$ cat src/rtl/bru_pkg.sv
package bru_pkg;
  typedef enum logic [1:0] {
    BK_JUMP    = 2'd0,
    BK_COND    = 2'd1,
    BK_VIA_LR  = 2'd2,
    BK_VIA_CTR = 2'd3
  } br_kind_e;
endpackage

$ cat src/rtl/bru_target.sv
module bru_target #(
  parameter int AW = 32
) (
  input  logic [1:0]    kind,
  input  logic [AW-1:0] pc,
  input  logic [AW-1:0] disp,
  input  logic [AW-1:0] lr,
  input  logic [AW-1:0] ctr,
  output logic [AW-1:0] tgt,
  output logic [AW-1:0] fall
);
  import bru_pkg::*;
  localparam logic [AW-1:0] ALIGN = ~AW'(3);
  logic [AW-1:0] sum;

  assign sum  = pc + disp;
  assign fall = (pc + AW'(4)) & ALIGN;

  always_comb begin
    case (br_kind_e'(kind))
      BK_VIA_LR:  tgt = lr & ALIGN;
      BK_VIA_CTR: tgt = ctr & ALIGN;
      default:    tgt = sum & ALIGN;
    endcase
  end
endmodule

$ cat src/rtl/bru_cond_regs.sv
module bru_cond_regs #(
  parameter int NFLD = 8,
  parameter int FW   = 4,
  localparam int FLDW = $clog2(NFLD)
) (
  input  logic             clk,
  input  logic             rst_n,
  input  logic             claim,
  input  logic [FLDW-1:0]  claim_fld,
  input  logic             wr,
  input  logic [FLDW-1:0]  wr_fld,
  input  logic [FW-1:0]    wr_data,
  output logic [NFLD*FW-1:0] cr,
  output logic [NFLD-1:0]  fld_vld
);
  for (genvar f = 0; f < NFLD; f++) begin : g_fld
    logic [FW-1:0] val_q, val_d;
    logic          vld_q, vld_d;
    logic          hit_wr, hit_claim;

    assign hit_wr    = wr && (wr_fld == FLDW'(f));
    assign hit_claim = claim && (claim_fld == FLDW'(f));

    always_comb begin
      val_d = hit_wr ? wr_data : val_q;
      if (hit_claim)   vld_d = 1'b0;
      else if (hit_wr) vld_d = 1'b1;
      else             vld_d = vld_q;
    end

    always_ff @(posedge clk or negedge rst_n) begin
      if (!rst_n) begin
        val_q <= '0;
        vld_q <= 1'b1;
      end else begin
        val_q <= val_d;
        vld_q <= vld_d;
      end
    end

    assign cr[f*FW +: FW] = val_q;
    assign fld_vld[f]     = vld_q;
  end
endmodule

$ cat src/rtl/bru_spr_regs.sv
module bru_spr_regs #(
  parameter int AW = 32
) (
  input  logic          clk,
  input  logic          rst_n,
  input  logic          link_we,
  input  logic [AW-1:0] link_val,
  input  logic          lr_mv_en,
  input  logic          ctr_mv_en,
  input  logic [AW-1:0] mv_data,
  output logic [AW-1:0] lr,
  output logic [AW-1:0] ctr
);
  logic [AW-1:0] lr_d, ctr_d;

  always_comb begin
    if (link_we)       lr_d = link_val;
    else if (lr_mv_en) lr_d = mv_data;
    else               lr_d = lr;
    ctr_d = ctr_mv_en ? mv_data : ctr;
  end

  always_ff @(posedge clk or negedge rst_n) begin
    if (!rst_n) begin
      lr  <= '0;
      ctr <= '0;
    end else begin
      lr  <= lr_d;
      ctr <= ctr_d;
    end
  end
endmodule

$ cat src/rtl/branch_resolve_unit.sv
module branch_resolve_unit #(
  parameter int AW   = 32,
  parameter int NFLD = 8,
  parameter int FW   = 4,
  localparam int CRW  = NFLD * FW,
  localparam int SELW = $clog2(CRW),
  localparam int FLDW = $clog2(NFLD),
  localparam int BITW = $clog2(FW)
) (
  input  logic            clk,
  input  logic            rst_n,
  input  logic            br_valid,
  input  logic [1:0]      br_kind,
  input  logic [AW-1:0]   br_pc,
  input  logic [AW-1:0]   br_disp,
  input  logic [SELW-1:0] br_crbit,
  input  logic            br_hint,
  input  logic            br_link,
  input  logic            cr_claim,
  input  logic [FLDW-1:0] cr_claim_fld,
  input  logic            cr_wr,
  input  logic [FLDW-1:0] cr_wr_fld,
  input  logic [FW-1:0]   cr_wr_data,
  input  logic            mt_lr,
  input  logic            mt_ctr,
  input  logic [AW-1:0]   mt_data,
  output logic [AW-1:0]   lr_out,
  output logic [AW-1:0]   ctr_out,
  output logic [AW-1:0]   fetch_addr,
  output logic            redirect,
  output logic [AW-1:0]   redirect_addr,
  output logic            stall
);
  import bru_pkg::*;

  logic [CRW-1:0]  cr;
  logic [NFLD-1:0] fld_vld;
  logic [AW-1:0]   tgt, fall;

  logic            pend_q, pend_d;
  br_kind_e        pkind_q, pkind_d;
  logic [AW-1:0]   ptgt_q, ptgt_d, pfall_q, pfall_d;
  logic            phint_q, phint_d;
  logic [SELW-1:0] psel_q, psel_d;

  logic accept, is_cond, now_vld, now_dir, resolve, res_dir;

  bru_cond_regs #(.NFLD(NFLD), .FW(FW)) u_cr (
    .clk(clk), .rst_n(rst_n),
    .claim(cr_claim), .claim_fld(cr_claim_fld),
    .wr(cr_wr), .wr_fld(cr_wr_fld), .wr_data(cr_wr_data),
    .cr(cr), .fld_vld(fld_vld)
  );

  bru_target #(.AW(AW)) u_tgt (
    .kind(br_kind), .pc(br_pc), .disp(br_disp),
    .lr(lr_out), .ctr(ctr_out), .tgt(tgt), .fall(fall)
  );

  // Hold-off: new branch, or a move into the register a pending branch reads
  assign stall = pend_q && (br_valid
                 || (mt_lr  && pkind_q == BK_VIA_LR)
                 || (mt_ctr && pkind_q == BK_VIA_CTR));

  assign accept  = br_valid && !stall;
  assign is_cond = br_kind_e'(br_kind) != BK_JUMP;
  assign now_vld = fld_vld[br_crbit[SELW-1:BITW]];
  assign now_dir = cr[br_crbit];

  bru_spr_regs #(.AW(AW)) u_spr (
    .clk(clk), .rst_n(rst_n),
    .link_we(accept && br_link), .link_val(fall),
    .lr_mv_en(mt_lr && !stall), .ctr_mv_en(mt_ctr && !stall),
    .mv_data(mt_data), .lr(lr_out), .ctr(ctr_out)
  );

  always_comb begin
    fetch_addr = '0;
    if (accept) begin
      if (!is_cond)     fetch_addr = tgt;
      else if (now_vld) fetch_addr = now_dir ? tgt : fall;
      else              fetch_addr = br_hint ? tgt : fall;
    end
  end

  assign resolve       = pend_q && fld_vld[psel_q[SELW-1:BITW]];
  assign res_dir       = cr[psel_q];
  assign redirect      = resolve && (res_dir != phint_q);
  assign redirect_addr = res_dir ? ptgt_q : pfall_q;

  always_comb begin
    pend_d  = pend_q;
    pkind_d = pkind_q;
    ptgt_d  = ptgt_q;
    pfall_d = pfall_q;
    phint_d = phint_q;
    psel_d  = psel_q;
    if (resolve) pend_d = 1'b0;
    if (accept && is_cond && !now_vld) begin
      pend_d  = 1'b1;
      pkind_d = br_kind_e'(br_kind);
      ptgt_d  = tgt;
      pfall_d = fall;
      phint_d = br_hint;
      psel_d  = br_crbit;
    end
  end

  always_ff @(posedge clk or negedge rst_n) begin
    if (!rst_n) begin
      pend_q  <= 1'b0;
      pkind_q <= BK_JUMP;
      ptgt_q  <= '0;
      pfall_q <= '0;
      phint_q <= 1'b0;
      psel_q  <= '0;
    end else begin
      pend_q  <= pend_d;
      pkind_q <= pkind_d;
      ptgt_q  <= ptgt_d;
      pfall_q <= pfall_d;
      phint_q <= phint_d;
      psel_q  <= psel_d;
    end
  end
endmodule

$ cat config.mk
export PLATFORM = sky130hd
export DESIGN_NAME = branch_resolve_unit
export DESIGN_NICKNAME = d
export VERILOG_FILES = /design/src/rtl/bru_pkg.sv /design/src/rtl/bru_target.sv /design/src/rtl/bru_cond_regs.sv /design/src/rtl/bru_spr_regs.sv /design/src/rtl/branch_resolve_unit.sv
export SDC_FILE = /design/constraint.sdc
export NUM_CORES = 1
export LEC_CHECK = 0
export BUFFER_PORTS_ARGS = -buffer_cell sky130_fd_sc_hd__buf_2
export CAP_MARGIN = 20
export CORE_ASPECT_RATIO = 1.2
export CORE_UTILIZATION = 55
export CTS_CLUSTER_SIZE = 24
export DETAILED_ROUTE_END_ITERATION = 16
export PLACE_DENSITY = 0.85
export SETUP_SLACK_MARGIN = 0.5
export SYNTH_ARGS = -nofsm -noshare
export SYNTH_HDL_FRONTEND = slang
export SYNTH_SLANG_ARGS = --single-unit
$ cat constraint.sdc
create_clock -name clk -period 7.3 [get_ports clk]
set_input_delay 0.73 -clock clk [delete_from_list [all_inputs] [get_ports clk]]
set_output_delay 0.73 -clock clk [all_outputs]
set_load 0.01 [all_outputs]
# Word level (Yosys, flattened, before mapping)
# Cells that the tools add are included.
dict set report op_classes {
  n_addsub 2
  mul 0
  div_mod_pow 0
  order_cmp 4
  eq_ne 19
  n_shift 0
  mux 35
  bitwise_logic 0
  reduce_logical 44
}
# op count
set op_table {}
lappend op_table {{2-to-1 mux 32 bit} 8}
lappend op_table {{case mux 32 bit (2 select lines)} 1}
lappend op_table {{adder 32 x 3 -> 32 bit (second input constant)} 1}
lappend op_table {{adder 32 bit} 1}
lappend op_table {{logical AND 1 bit} 27}
lappend op_table {{equality test 3 bit (second input constant)} 8}
lappend op_table {{2-to-1 mux 1 bit} 22}
lappend op_table {{nonzero test 2 bit} 11}
lappend op_table {{equality test 3 x 2 -> 1 bit (second input constant)} 4}
lappend op_table {{< comparator 5 x 6 -> 1 bit (second input constant)} 2}
lappend op_table {{binary-select mux 1 bit (select 5 bit)} 2}
lappend op_table {{equality test 2 bit (second input constant)} 4}
lappend op_table {{< comparator 3 x 4 -> 1 bit (second input constant)} 2}
lappend op_table {{binary-select mux 1 bit (select 3 bit)} 2}
lappend op_table {{equality test 3 x 1 -> 1 bit (second input constant)} 2}
lappend op_table {{logical NOT 3 bit} 2}
lappend op_table {{logical NOT 1 bit} 2}
lappend op_table {{logical OR 1 bit} 2}
lappend op_table {{inequality test 1 bit} 1}
dict set report word_totals {
  reg_bits 175
  latch_bits 0
  ram_bits 0
  rom_bits 0
  input_bits 122
  output_inout_bits 130
  elab_cells 128
  memories 0
}

# Longest topological paths before layout
dict set report logic_depth {
  word_depth 10
  ltp_mapped 10
  depth_no_buf 9
}

# Modules after synthesis
# Synthesis repeated with hierarchy kept, for this count alone.
dict set report hier_totals {
  cells_unflattened 1251
  area_unflattened_um2 12744.7
}
# module instances cells_per_inst area_per_inst_um2 seq_area_each_um2
set modules_own_cells {}
lappend modules_own_cells {branch_resolve_unit 1 547 5446.5 1826.8}
lappend modules_own_cells {bru_spr_regs 1 207 2857.7 1601.5}
lappend modules_own_cells {bru_target 1 391 2787.7 0.0}
lappend modules_own_cells {bru_cond_regs 1 106 1652.8 1011.0}

# Worst setup path before layout
# No wires, ideal clock.
dict set report synth_path {
  path_kind {input to output}
  start {input port br_crbit[0]}
  end {output port fetch_addr[22]}
  arrival_ns 3.057
  required_ns 6.570
  path_slack_ns 3.513
  stages 8
  n_path_buf 2
  cell_sequence {buf_2 > mux4_2 > mux4_2 > mux2_2 > mux2i_1 > o21ai_1 > buf_2 > a211oi_1}
}
dict set report synth_between {
  elab_chain_len 6
}
# element line_no
set synth_lines {}
lappend synth_lines {{start: declaration} branch_resolve_unit.sv:16} ;# input logic [SELW-1:0] br_crbit,
lappend synth_lines {{binary-select mux 1 bit (select 5 bit)} branch_resolve_unit.sv:68} ;# assign now_dir = cr[br_crbit];
lappend synth_lines {{2-to-1 mux 1 bit (not written as such)} branch_resolve_unit.sv:68}
lappend synth_lines {{2-to-1 mux 32 bit (2 in a row)} branch_resolve_unit.sv:81} ;# else if (now_vld) fetch_addr = now_dir ? tgt : fall;
lappend synth_lines {{2-to-1 mux 32 bit} branch_resolve_unit.sv:80} ;# if (!is_cond) fetch_addr = tgt;
lappend synth_lines {{2-to-1 mux 32 bit} branch_resolve_unit.sv:79} ;# if (accept) begin
lappend synth_lines {{end: declaration} branch_resolve_unit.sv:29} ;# output logic [AW-1:0] fetch_addr,
# No other way between the ends. The select of a mux whose other input is x is not followed.

# Worst setup path in the final report
dict set report layout_path {
  start {input port br_crbit[0]}
  end {output port fetch_addr[12]}
}
# The elaborated chain is that of the path after synthesis.

==> metrics <==
run status=finished clean; row cnt=56; # setup viols final=0; Placer Congestion=0.9401; synth top area cells=dfrtp_1 (38%), mux2_2 (12%), nand2_1 (7.2%), mux4_2 (4.9%), mux2i_1 (4.4%); Worst Skew=0.009507 ns; most common cell in the synthesized netlist=nand2_1; dpl ws=2.756 ns; maximum vdd drop=271.0 uV; die height=157.0 um; Synth top area share=0.3751; critical path type=primary input to output pin; startpoint types=primary input; Design Area, Final=13000 um2; Min Clock Period, post-route=4.680 ns; Post-synth top flop=dfrtp_1; drt drc=0; Worst Max-Slew Pin Slew=1.168 ns; Synth Warn #=0; Synth top cells by count=nand2_1 (210), dfrtp_1 (165), mux2_2 (118); post-route non-filler standard cell count=1641; Final Hold Vio Count=0; GRT busiest layer=met2; pins over their slew limit=0; htree depth=4; Post-DP HPWL=24300 um; vias per cell=6.143; CTS tree=built; antenna violations before repair=1; CP endpoint kind=output pin; Multi-input gate area=6359 um2; post_cts resized=0; post-synthesis cell area=11010 um2; worst setup path start=br_crbit[0]; antenna viol nets, final=0; vias in the first global route=9937; drt total wl=34130 um; setup tns final=0 ns; Port Buffers=247; Fin Hold WS=0.2338 ns; Pwr per Cell Area=354.2 nW/um2; CTS Sinks=173; Hold Buf Count CTS=0; Worst EP required=6.57 ns; critical path, cell by cell=buf_2 -> mux4_2 -> mux4_2 -> mux2_2 -> mux2i_1 -> o21a_2 -> nor2_1 -> a211oi_2 -> buf_2; area of the core=19550 um2; Root Buffer=clkbuf_16; Top delay family on crit path=multiplexers; Layout area overhead=18.14%; first-pass GRT wire length=53280 um; setup bufs post-CTS=0; fraction of layout cells with a size suffix above 1=0.3292; total CTS buffers=17; M2 GR Usage=0.5545; Worst path max stage delay=0.72 ns; Syn Inst Count=1155; global route overflow=0; Synth cell types=63; post-synthesis sequential area ratio=0.3942; Critical-path top delay cell=o21a_2; mean post-synth cell area=9.530 um2; TritonRoute pass-1 iters=7; Post-Route Utilization=0.6652; total track usage=0.3372; Final Cycle Share=0.6411; storage element area=4339 um2; RSZ-0062 raised after global routing=no; Fill cells=1558; EDFF count, synth=0; CTS Buffer Depth=2; MaxCap Viol Count=0; CP Data Arrival Time=3.95 ns; Rel. slew slack=0.2177; RR Startpoint=pend_q; Synth area leader=dfrtp_1; Buffers & Inverters on Critical Path=2; Die ar.=20580 um2; dpl cells=1608; I/O pins=252; Synth Register Bits=173; Final Worst Setup Slack=2.620 ns; pin count of the biggest net entering global routing=72; Die X=131.1 um; total chip power=4.606 mW; f_max=0.2137 GHz; Skew-Pair Late Insertion Delay=0.45 ns; crit path max fanout=26; met1 Usage GRT=0.4241; # nets final=1519; First DRT Iteration DRCs=826; met3 Usage GRT=0.07021; Hold Path Class=primary input to asynchronous set/reset pin; post-synthesis async set-or-reset flop share=1.000; routed via count=10080; P_leak=6.206 nW; clock slew at reported path FFs=0.07 ns; placed inst area=12420 um2; Routed wire per std cell=20.80 um; initial core utilization=0.5630
-- logic make-up after synthesis --
| group | count (synthesis) | share of synthesized area |
|---|---|---|
| compound gates | 241 | 0.1318 |
| xor+xnor | 49 | 0.03899 |
| fa+ha+maj | 31 | 0.03524 |
| buf+inv | 88 | 0.03251 |
| flops | 173 | 0.3942 |
| mux | 190 | 0.2135 |
| other cells | 1 | 0.0003407 |
| simple gates | 382 | 0.1535 |
-- state kept, by name, summed over array words and instances (netlist names) --
register          flops
pkind_q               2
ptgt_q               30
u_spr.ctr            32
u_cr.g_fld.vld_q      8
phint_q               1
u_spr.lr             32
pend_q                1
u_cr.g_fld.val_q     32
psel_q                5
pfall_q              30
-- layout make-up --
class,count,share of cell area
Clock buffer,18,0.03377
Tap cell,261,0.02511
Timing Repair Buffer,257,0.1013
Multi-Input combinational cell,897,0.4890
Antenna cell,1,0.0001924
Inverter,20,0.005773
Sequential cell,173,0.3337
Clock inverter,14,0.01116
-- where the power goes --
part	switching [mW]	leakage (nW)	internal [mW]
Clock	0.445	0.281	0.465
Sequential	0.261	2.07	1.31
Combinational	1.15	3.86	0.977
-- routing by layer --
layer	share of wire	wire length, um	vias to the layer above
met5	0	0	-
met2	0.49	16560	564
li1	-	-	4559
met1	0.40	13680	4842
met4	0.040	1349	0
met3	0.074	2533	115
-- worst paths after layout --
path                                     endpoint  slack (ns)  depth (start not counted)
hold / removal                      u_spr.ctr[19]        0.23                          1
setup / recovery                   fetch_addr[12]        2.62                          9
min in group clk                      pfall_q[19]        0.47                          2
hold reg to reg                       pfall_q[19]        0.47                          2
setup reg to reg                        ptgt_q[3]        4.17                          5
max in group asynchronous  u_cr.g_fld[0].val_q[0]        5.77                          2
-- cell usage in the layout (no fill, tap or decap), types with 4 or more instances in the layout --
cell type and n:
clkbuf_16 17, o31ai_1 4, nand4_1 15, mux2_2 118, conb_1 4, mux4_2 24
nand2_1 207, o21ai_0 87, xor2_1 22, a211oi_2 4, a21oi_1 72, o211ai_1 8
ha_1 31, nand3_1 18, mux2i_1 47, dfrtp_1 165, buf_4 10, o21a_1 5
inv_1 20, buf_2 246, nor3_1 14, and3_1 16, dfstp_2 8, xnor2_1 27
a21o_1 16, a211oi_1 8, and2_1 7, and4_1 6, nand2b_1 5, inv_8 4
a31oi_1 8, nand4b_1 4, nor2_1 69, inv_6 4
-- worst reg2reg max path, cell delays in order (launching register included) --
cell     delay, ns
dfrtp_1       0.41
nor2b_2       0.91
and2_1        0.38
o21a_1        0.49
buf_4         0.45
mux2_2        0.39
No activity file was read; power rests on OpenSTA's default activity.
